[config.mk]
export PLATFORM = sky130hd
export DESIGN_NAME = shift_add_mult
export DESIGN_NICKNAME = d
export VERILOG_FILES = /design/src/rtl/mult_pkg.sv /design/src/rtl/mult_ctrl.sv /design/src/rtl/mult_dpath.sv /design/src/rtl/shift_add_mult.sv
export SDC_FILE = /design/constraint.sdc
export NUM_CORES = 1
export LEC_CHECK = 0
export BUFFER_PORTS_ARGS = -buffer_cell sky130_fd_sc_hd__buf_2
export CAP_MARGIN = 40
export CORE_ASPECT_RATIO = 0.7
export CORE_UTILIZATION = 52
export CTS_CLUSTER_SIZE = 8
export DETAILED_ROUTE_END_ITERATION = 12
export PLACE_DENSITY = 0.76
export SYNTH_ARGS = -nofsm -noshare
export SYNTH_HDL_FRONTEND = slang
export SYNTH_SLANG_ARGS = --single-unit
[constraint.sdc]
create_clock -name clk -period 2.3 [get_ports clk]
set_input_delay 0.115 -clock clk [delete_from_list [all_inputs] [get_ports clk]]
set_output_delay 0.115 -clock clk [all_outputs]
set_load 0.03 [all_outputs]
[src/rtl/mult_pkg.sv]
package mult_pkg;

    // One flip-flop per state; the all-zero code is the post-reset state.
    typedef enum logic [3:0] {
        ST_NONE  = 4'b0000,
        ST_IDLE  = 4'b0001,
        ST_LOAD  = 4'b0010,
        ST_ADD   = 4'b0100,
        ST_SHIFT = 4'b1000
    } mult_state_t;

    localparam int unsigned BIT_IDLE  = 0;
    localparam int unsigned BIT_LOAD  = 1;
    localparam int unsigned BIT_ADD   = 2;
    localparam int unsigned BIT_SHIFT = 3;

endpackage

[src/rtl/mult_ctrl.sv]
module mult_ctrl
    import mult_pkg::*;
(
    input  logic clk,
    input  logic rst_n,
    input  logic start,
    input  logic cnt_zero,
    output logic do_load,
    output logic do_add,
    output logic do_shift,
    output logic idle,
    output logic done
);

    mult_state_t state_q;
    logic [3:0]  nxt;
    logic        s_idle, s_load, s_add, s_shift;

    assign s_idle  = state_q[BIT_IDLE];
    assign s_load  = state_q[BIT_LOAD];
    assign s_add   = state_q[BIT_ADD];
    assign s_shift = state_q[BIT_SHIFT];

    // Explicit one-hot next-state equations; the last IDLE term pulls
    // the all-zero post-reset code into IDLE.
    always_comb begin
        nxt[BIT_IDLE]  = (s_idle & ~start) | (s_shift & cnt_zero)
                       | ~(s_idle | s_load | s_add | s_shift);
        nxt[BIT_LOAD]  = s_idle & start;
        nxt[BIT_ADD]   = s_load | (s_shift & ~cnt_zero);
        nxt[BIT_SHIFT] = s_add;
    end

    // State register
    always_ff @(posedge clk or negedge rst_n) begin
        if (!rst_n) begin
            state_q <= ST_NONE;
        end else begin
            state_q <= mult_state_t'(nxt);
        end
    end

    // Decoded datapath controls
    always_comb begin
        do_load  = 1'b0;
        do_add   = 1'b0;
        do_shift = 1'b0;
        idle     = 1'b0;
        unique case (state_q)
            ST_NONE:  ;
            ST_IDLE:  idle     = 1'b1;
            ST_LOAD:  do_load  = 1'b1;
            ST_ADD:   do_add   = 1'b1;
            ST_SHIFT: do_shift = 1'b1;
            default:  ;
        endcase
    end

    // Completion flag
    always_ff @(posedge clk or negedge rst_n) begin
        if (!rst_n) begin
            done <= 1'b0;
        end else if (s_idle && start) begin
            done <= 1'b0;
        end else if (s_shift && cnt_zero) begin
            done <= 1'b1;
        end
    end

    p_onehot_r2: assert property (@(posedge clk) disable iff (!rst_n)
        $onehot0(state_q));
    p_reset_entry_r1: assert property (@(posedge clk) disable iff (!rst_n)
        (state_q == ST_NONE) |=> (state_q == ST_IDLE));
    p_start_taken_r2: assert property (@(posedge clk) disable iff (!rst_n)
        (s_idle && start) |=> (state_q == ST_LOAD));
    p_add_then_shift_r3: assert property (@(posedge clk) disable iff (!rst_n)
        s_add |=> s_shift);
    p_busy_ignores_start_r6: assert property (@(posedge clk) disable iff (!rst_n)
        (s_add || s_shift || s_load) |=> !s_load);

endmodule

[src/rtl/mult_dpath.sv]
module mult_dpath #(
    parameter int unsigned WIDTH = 8,
    localparam int unsigned CW   = $clog2(WIDTH + 1)
) (
    input  logic               clk,
    input  logic               rst_n,
    input  logic               do_load,
    input  logic               do_add,
    input  logic               do_shift,
    input  logic [WIDTH-1:0]   mcand,
    input  logic [WIDTH-1:0]   mplier,
    output logic               cnt_zero,
    output logic [2*WIDTH-1:0] product
);

    localparam logic [CW-1:0] STEPS = CW'(WIDTH);

    logic [WIDTH-1:0] b_q;
    logic [WIDTH-1:0] a_q;
    logic [WIDTH-1:0] q_q;
    logic             c_q;
    logic [CW-1:0]    cnt_q;
    logic [WIDTH:0]   sum;

    assign sum      = {1'b0, a_q} + {1'b0, b_q};
    assign cnt_zero = (cnt_q == '0);
    assign product  = {a_q, q_q};

    always_ff @(posedge clk or negedge rst_n) begin
        if (!rst_n) begin
            b_q   <= '0;
            a_q   <= '0;
            q_q   <= '0;
            c_q   <= 1'b0;
            cnt_q <= '0;
        end else if (do_load) begin
            b_q   <= mcand;
            q_q   <= mplier;
            a_q   <= '0;
            c_q   <= 1'b0;
            cnt_q <= STEPS;
        end else if (do_add) begin
            if (q_q[0]) begin
                {c_q, a_q} <= sum;
            end
            cnt_q <= cnt_q - 1'b1;
        end else if (do_shift) begin
            c_q <= 1'b0;
            a_q <= {c_q, a_q[WIDTH-1:1]};
            q_q <= {a_q[0], q_q[WIDTH-1:1]};
        end
    end

    p_counter_load_r3: assert property (@(posedge clk) disable iff (!rst_n)
        do_load |=> (cnt_q == STEPS));
    p_operand_hold_r5: assert property (@(posedge clk) disable iff (!rst_n)
        (do_add || do_shift) |=> $stable(b_q));
    p_carry_clear_r4: assert property (@(posedge clk) disable iff (!rst_n)
        do_shift |=> !c_q);
    p_idle_hold_r7: assert property (@(posedge clk) disable iff (!rst_n)
        !(do_load || do_add || do_shift) |=> $stable(product));

endmodule

[src/rtl/shift_add_mult.sv]
module shift_add_mult #(
    parameter int unsigned WIDTH = 8
) (
    input  logic               clk,
    input  logic               rst_n,
    input  logic               start,
    input  logic [WIDTH-1:0]   mcand,
    input  logic [WIDTH-1:0]   mplier,
    output logic [2*WIDTH-1:0] product,
    output logic               idle,
    output logic               done
);

    logic do_load, do_add, do_shift, cnt_zero;

    mult_ctrl u_ctrl (
        .clk      (clk),
        .rst_n    (rst_n),
        .start    (start),
        .cnt_zero (cnt_zero),
        .do_load  (do_load),
        .do_add   (do_add),
        .do_shift (do_shift),
        .idle     (idle),
        .done     (done)
    );

    mult_dpath #(.WIDTH(WIDTH)) u_dpath (
        .clk      (clk),
        .rst_n    (rst_n),
        .do_load  (do_load),
        .do_add   (do_add),
        .do_shift (do_shift),
        .mcand    (mcand),
        .mplier   (mplier),
        .cnt_zero (cnt_zero),
        .product  (product)
    );

    p_done_implies_idle_r7: assert property (@(posedge clk) disable iff (!rst_n)
        done |-> idle);
    p_done_rise_r3: assert property (@(posedge clk) disable iff (!rst_n)
        $rose(done) |-> $past(cnt_zero));

endmodule

==> impl_metrics.py <==
metrics = {
    "floorplan": {
        "num_rows": 18,
        "die_width_um": 74.9,
        "fp.coreArea_um2": 3540,
        "die_area_um2": 3970,
        "floorplan.initialDensity": 0.547,
        "io_pins": 37,
        "dieHeight_um": 53.0,
    },
    "power_and_ir_drop": {
        "p_int_mw": 1.67,
        "powerDensity_nw_per_um2": 1370,
        "power_switching_share": 0.452,
        "p_sw_mw": 1.37,
        "seqPwrFrac": 0.370,
        "power.total_mw": 3.04,
        "power.combinational.fraction": 0.491,
        "power.clock.fraction": 0.139,
        "p_leak_nw": 1.04,
        "ir_drop_mv": 0.776,
    },
    "route": {
        "number_of_nets_with_antenna_violations_after_routing": 0,
        "drc": 0,
        "drtIter0Drc": 85,
        "totalWireLength_um": 3810,
        "post_drt_wl_per_cell_um": 13.8,
        "drt_pass_1_iters": 4,
        "post_drt_via_cell_ratio": 5.33,
        "detailroute.via_count": 1470,
    },
    "place": {
        "place.detailed.instances": 269,
        "dp_hpwl_um": 2850,
        "io_buffers": 36,
        "globalplace.congestion": 0.874,
    },
    "finish": {
        "most_frequent_standard_cell_in_the_layout_excluding_fill_and_tap_cells": "sky130_fd_sc_hd__buf_2",
        "multi_input_comb_area_um2": 973,
        "stdcell_count": 276,
        "top_library_cells_by_usage_in_the_layout_fill_and_taps_aside": "sky130_fd_sc_hd__buf_2, sky130_fd_sc_hd__dfrtp_1, sky130_fd_sc_hd__nand2_1",
        "flow.area_growth_from_synthesis_pct": 14.6,
        "nFillCells": 312,
        "final_layout_size_suffix_gt1_frac": 0.265,
        "nets": 257,
        "regArea_um2": 851,
        "antenna_cells_inserted": 0,
        "final_core_util": 0.627,
    },
    "synthesis": {
        "warnings_from_yosys": 0,
        "yosys.area_share.xor_xnor": 0.0181,
        "dominant_combinational_cell_family_by_area_after_synthesis": "simple AND/OR/NAND/NOR gates",
        "post_synth.cell_area_avg_um2": 10.2,
        "synthDistinctLibCells": 39,
        "synth_cells": 189,
        "multiplexer_area_fraction_after_synthesis": 0.0873,
        "synth.yosys.seq_area_share": 0.440,
        "syn_area_um2": 1930,
        "edff_count_synth": 0,
        "synth-seq-cells": 34,
        "syn-num-nets": 219,
        "synth-async-reset-ratio": 1.00,
        "synthAdderAreaFrac": 0.0750,
        "synth-simple-area-share": 0.169,
        "synth-main-ff-cell": "sky130_fd_sc_hd__dfrtp_1",
        "share_of_the_synthesized_area_in_compound_gates_ao_oa_aoi_oai": 0.153,
    },
    "sta": {
        "whs_ns": 0.0501,
        "maxSlewHeadroom": 0.506,
        "timing.setup.tns_ns": 0,
        "fin_crit_sh": 0.893,
        "setup_viol": 0,
        "final_period_minus_worst_setup_slack_ns": 2.06,
        "max_freq_mhz": 487,
        "tightest_slew_ns": 0.742,
        "timing.clock.skew_ns": 0.00453,
        "hold_viol_final": 0,
        "grt_setup_unrepaired": "false",
        "finalMaxSlewViolations": 0,
    },
    "min_path": {
        "timing.hold.worst.start": "mcand[1]",
        "hold-path-endpoint": "u_dpath.b_q[1]",
        "hold_depth": 3,
        "min-delay-path-class": "in2reg",
    },
    "critical_path": {
        "critical_path.reg2reg.endpoint": "u_dpath.c_q",
        "critical_path.startpoint": "u_dpath.a_q[0]",
        "critical_path_required_ns": 2.50,
        "type_of_element_capturing_the_critical_path": "flop",
        "max_stage_delay_ns": 0.40,
        "arrival_ns": 2.26,
        "timing.critical_path.slowest_stage_cell": "sky130_fd_sc_hd__dfrtp_1",
        "reg2reg_slack_ns": 0.24,
        "worst_r2r_path_depth": 8,
        "timing.critical_path.cells": "ha_1, inv_1, fa_1, nor2b_1, o31ai_1, a211oi_1, o21ai_0, a22oi_1",
        "critPathKind": "reg2reg",
        "setup.worst_path.start_class": "flop",
        "crit_path_max_fo": 4,
        "crit-reg2reg-launch": "u_dpath.a_q[0]",
    },
    "global_routing": {
        "grt_start_max_net_pins": 35,
        "globalRouteTotalUtil": 0.222,
        "antenna_found_initial": 0,
        "grt_pass1_wl_um": 6200,
        "first_global_vias": 1363,
        "grt_overflow_total": 0,
    },
    "clock_network": {
        "clk_latency_ns": 0.28,
        "cts.reportedPaths.clkPinSlew_ns": 0.06,
        "clock_tree.htree_level_count": 2,
        "clock_tree.buffer_depth": 2,
        "post_cts_buffers": 0,
        "clock_tree.root_cell": "sky130_fd_sc_hd__clkbuf_8",
        "cts_tree": "done",
        "numClockSinks": 34,
        "tritoncts_buffer_count": 5,
    },
    "run_status": {
        "outcome": "complete, no violations",
    },
    "flow_run": {
        "max-cap-violations": 0,
    },
}
==> through the flow <==
stage               worst slack [ns]  area, µm²
global route                  0.0935       2220
global placement               0.419       2120
floorplan                      0.299       1930
detailed placement             0.278       2120
CTS                            0.279       2220
finish                         0.245       2220
==> power groups by stage <==
stage | clock (mW) | sequential [mW] | combinational, mW
after floorplan | 0 | 1.26 | 1.02
after global placement | 0 | 1.12 | 1.45
after detailed placement | 0 | 1.13 | 1.48
after CTS | 0.441 | 1.13 | 1.49
after global routing | 0.466 | 1.17 | 1.66
final | 0.424 | 1.12 | 1.49
==> how the worst max path moves through the flow <==
stage	to	slack [ns]	cells after the start
finish	u_dpath.c_q	0.24	8
detailed placement	u_dpath.c_q	0.28	8
floorplan	u_dpath.c_q	0.30	8
CTS	u_dpath.c_q	0.28	8
global route	u_dpath.c_q	0.09	8
global placement	u_dpath.c_q	0.42	8
==> critical path, delay by kind of cell (launching register included) <==
kind                     cells  cell delay (ns)
buffers and inverters        1             0.07
AND/OR/NAND/NOR              1             0.22
flip-flops                   1             0.40
adder cells (fa/ha/maj)      2             0.60
AO/OA/AOI/OAI                4             0.69
==> synthesized netlist by cell type (2+ instances only) <==
library cell                n  area [µm²]
sky130_fd_sc_hd__a211oi_1   2        15.0
sky130_fd_sc_hd__a21o_1     3        22.5
sky130_fd_sc_hd__a21oi_1   10        50.1
sky130_fd_sc_hd__a31oi_1    2        12.5
sky130_fd_sc_hd__buf_6      6        67.6
sky130_fd_sc_hd__dfrtp_1   34         851
sky130_fd_sc_hd__ha_1      10         125
sky130_fd_sc_hd__inv_1      8        30.0
sky130_fd_sc_hd__mux2_2     7        78.8
sky130_fd_sc_hd__mux2i_1    9        90.1
sky130_fd_sc_hd__nand2_1   24        90.1
sky130_fd_sc_hd__nand3_1    3        15.0
sky130_fd_sc_hd__nor2_1    13        48.8
sky130_fd_sc_hd__nor2b_1    6        37.5
sky130_fd_sc_hd__nor3_1     2        10.0
sky130_fd_sc_hd__nor4b_4    2        47.6
sky130_fd_sc_hd__o21ai_0   11        55.1
sky130_fd_sc_hd__o21ai_1    9        45.0
sky130_fd_sc_hd__o21ai_2    2        17.5
sky130_fd_sc_hd__o221ai_1   2        17.5
sky130_fd_sc_hd__o31ai_1    4        30.0
sky130_fd_sc_hd__xnor2_1    2        17.5
sky130_fd_sc_hd__xor2_1     2        17.5
==> cell type report <==
type	count	share of cell area
Clock buffer	6	0.0372
Inverter	8	0.0135
Timing Repair Buffer	39	0.0982
Multi-Input combinational cell	139	0.439
Tap cell	50	0.0282
Sequential cell	34	0.384
==> flip-flops by register name (all words and copies together), names as in the netlist <==
signal	cells
u_dpath.c_q	1
u_ctrl.state_q	4
u_dpath.cnt_q	4
u_dpath.q_q	8
u_dpath.b_q	8
u_dpath.a_q	8
u_ctrl.done	1
==> routing by layer <==
layer  track usage  vias to the layer above  share of wire
li1              -                      739              -
met1         0.319                      697           0.52
met2         0.312                       26           0.42
met3        0.0571                        8          0.036
met4        0.0943                        0          0.014
met5             0                        -              0
==> kinds of logic after synthesis <==
family	after synthesis
DFF	34
AOI/OAI and AO/OA	48
muxes	16
adders and majority gates	11
buffers and inverters	16
xor gates and xnor gates	4
and+or+nand+nor	60
==> repair_timing <==
action,4_1_cts,5_1_grt
gates resized for setup,0,0
hold buffers,1,0
endpoints found under the hold margin,34,0
(Power assumes the default switching activity.)
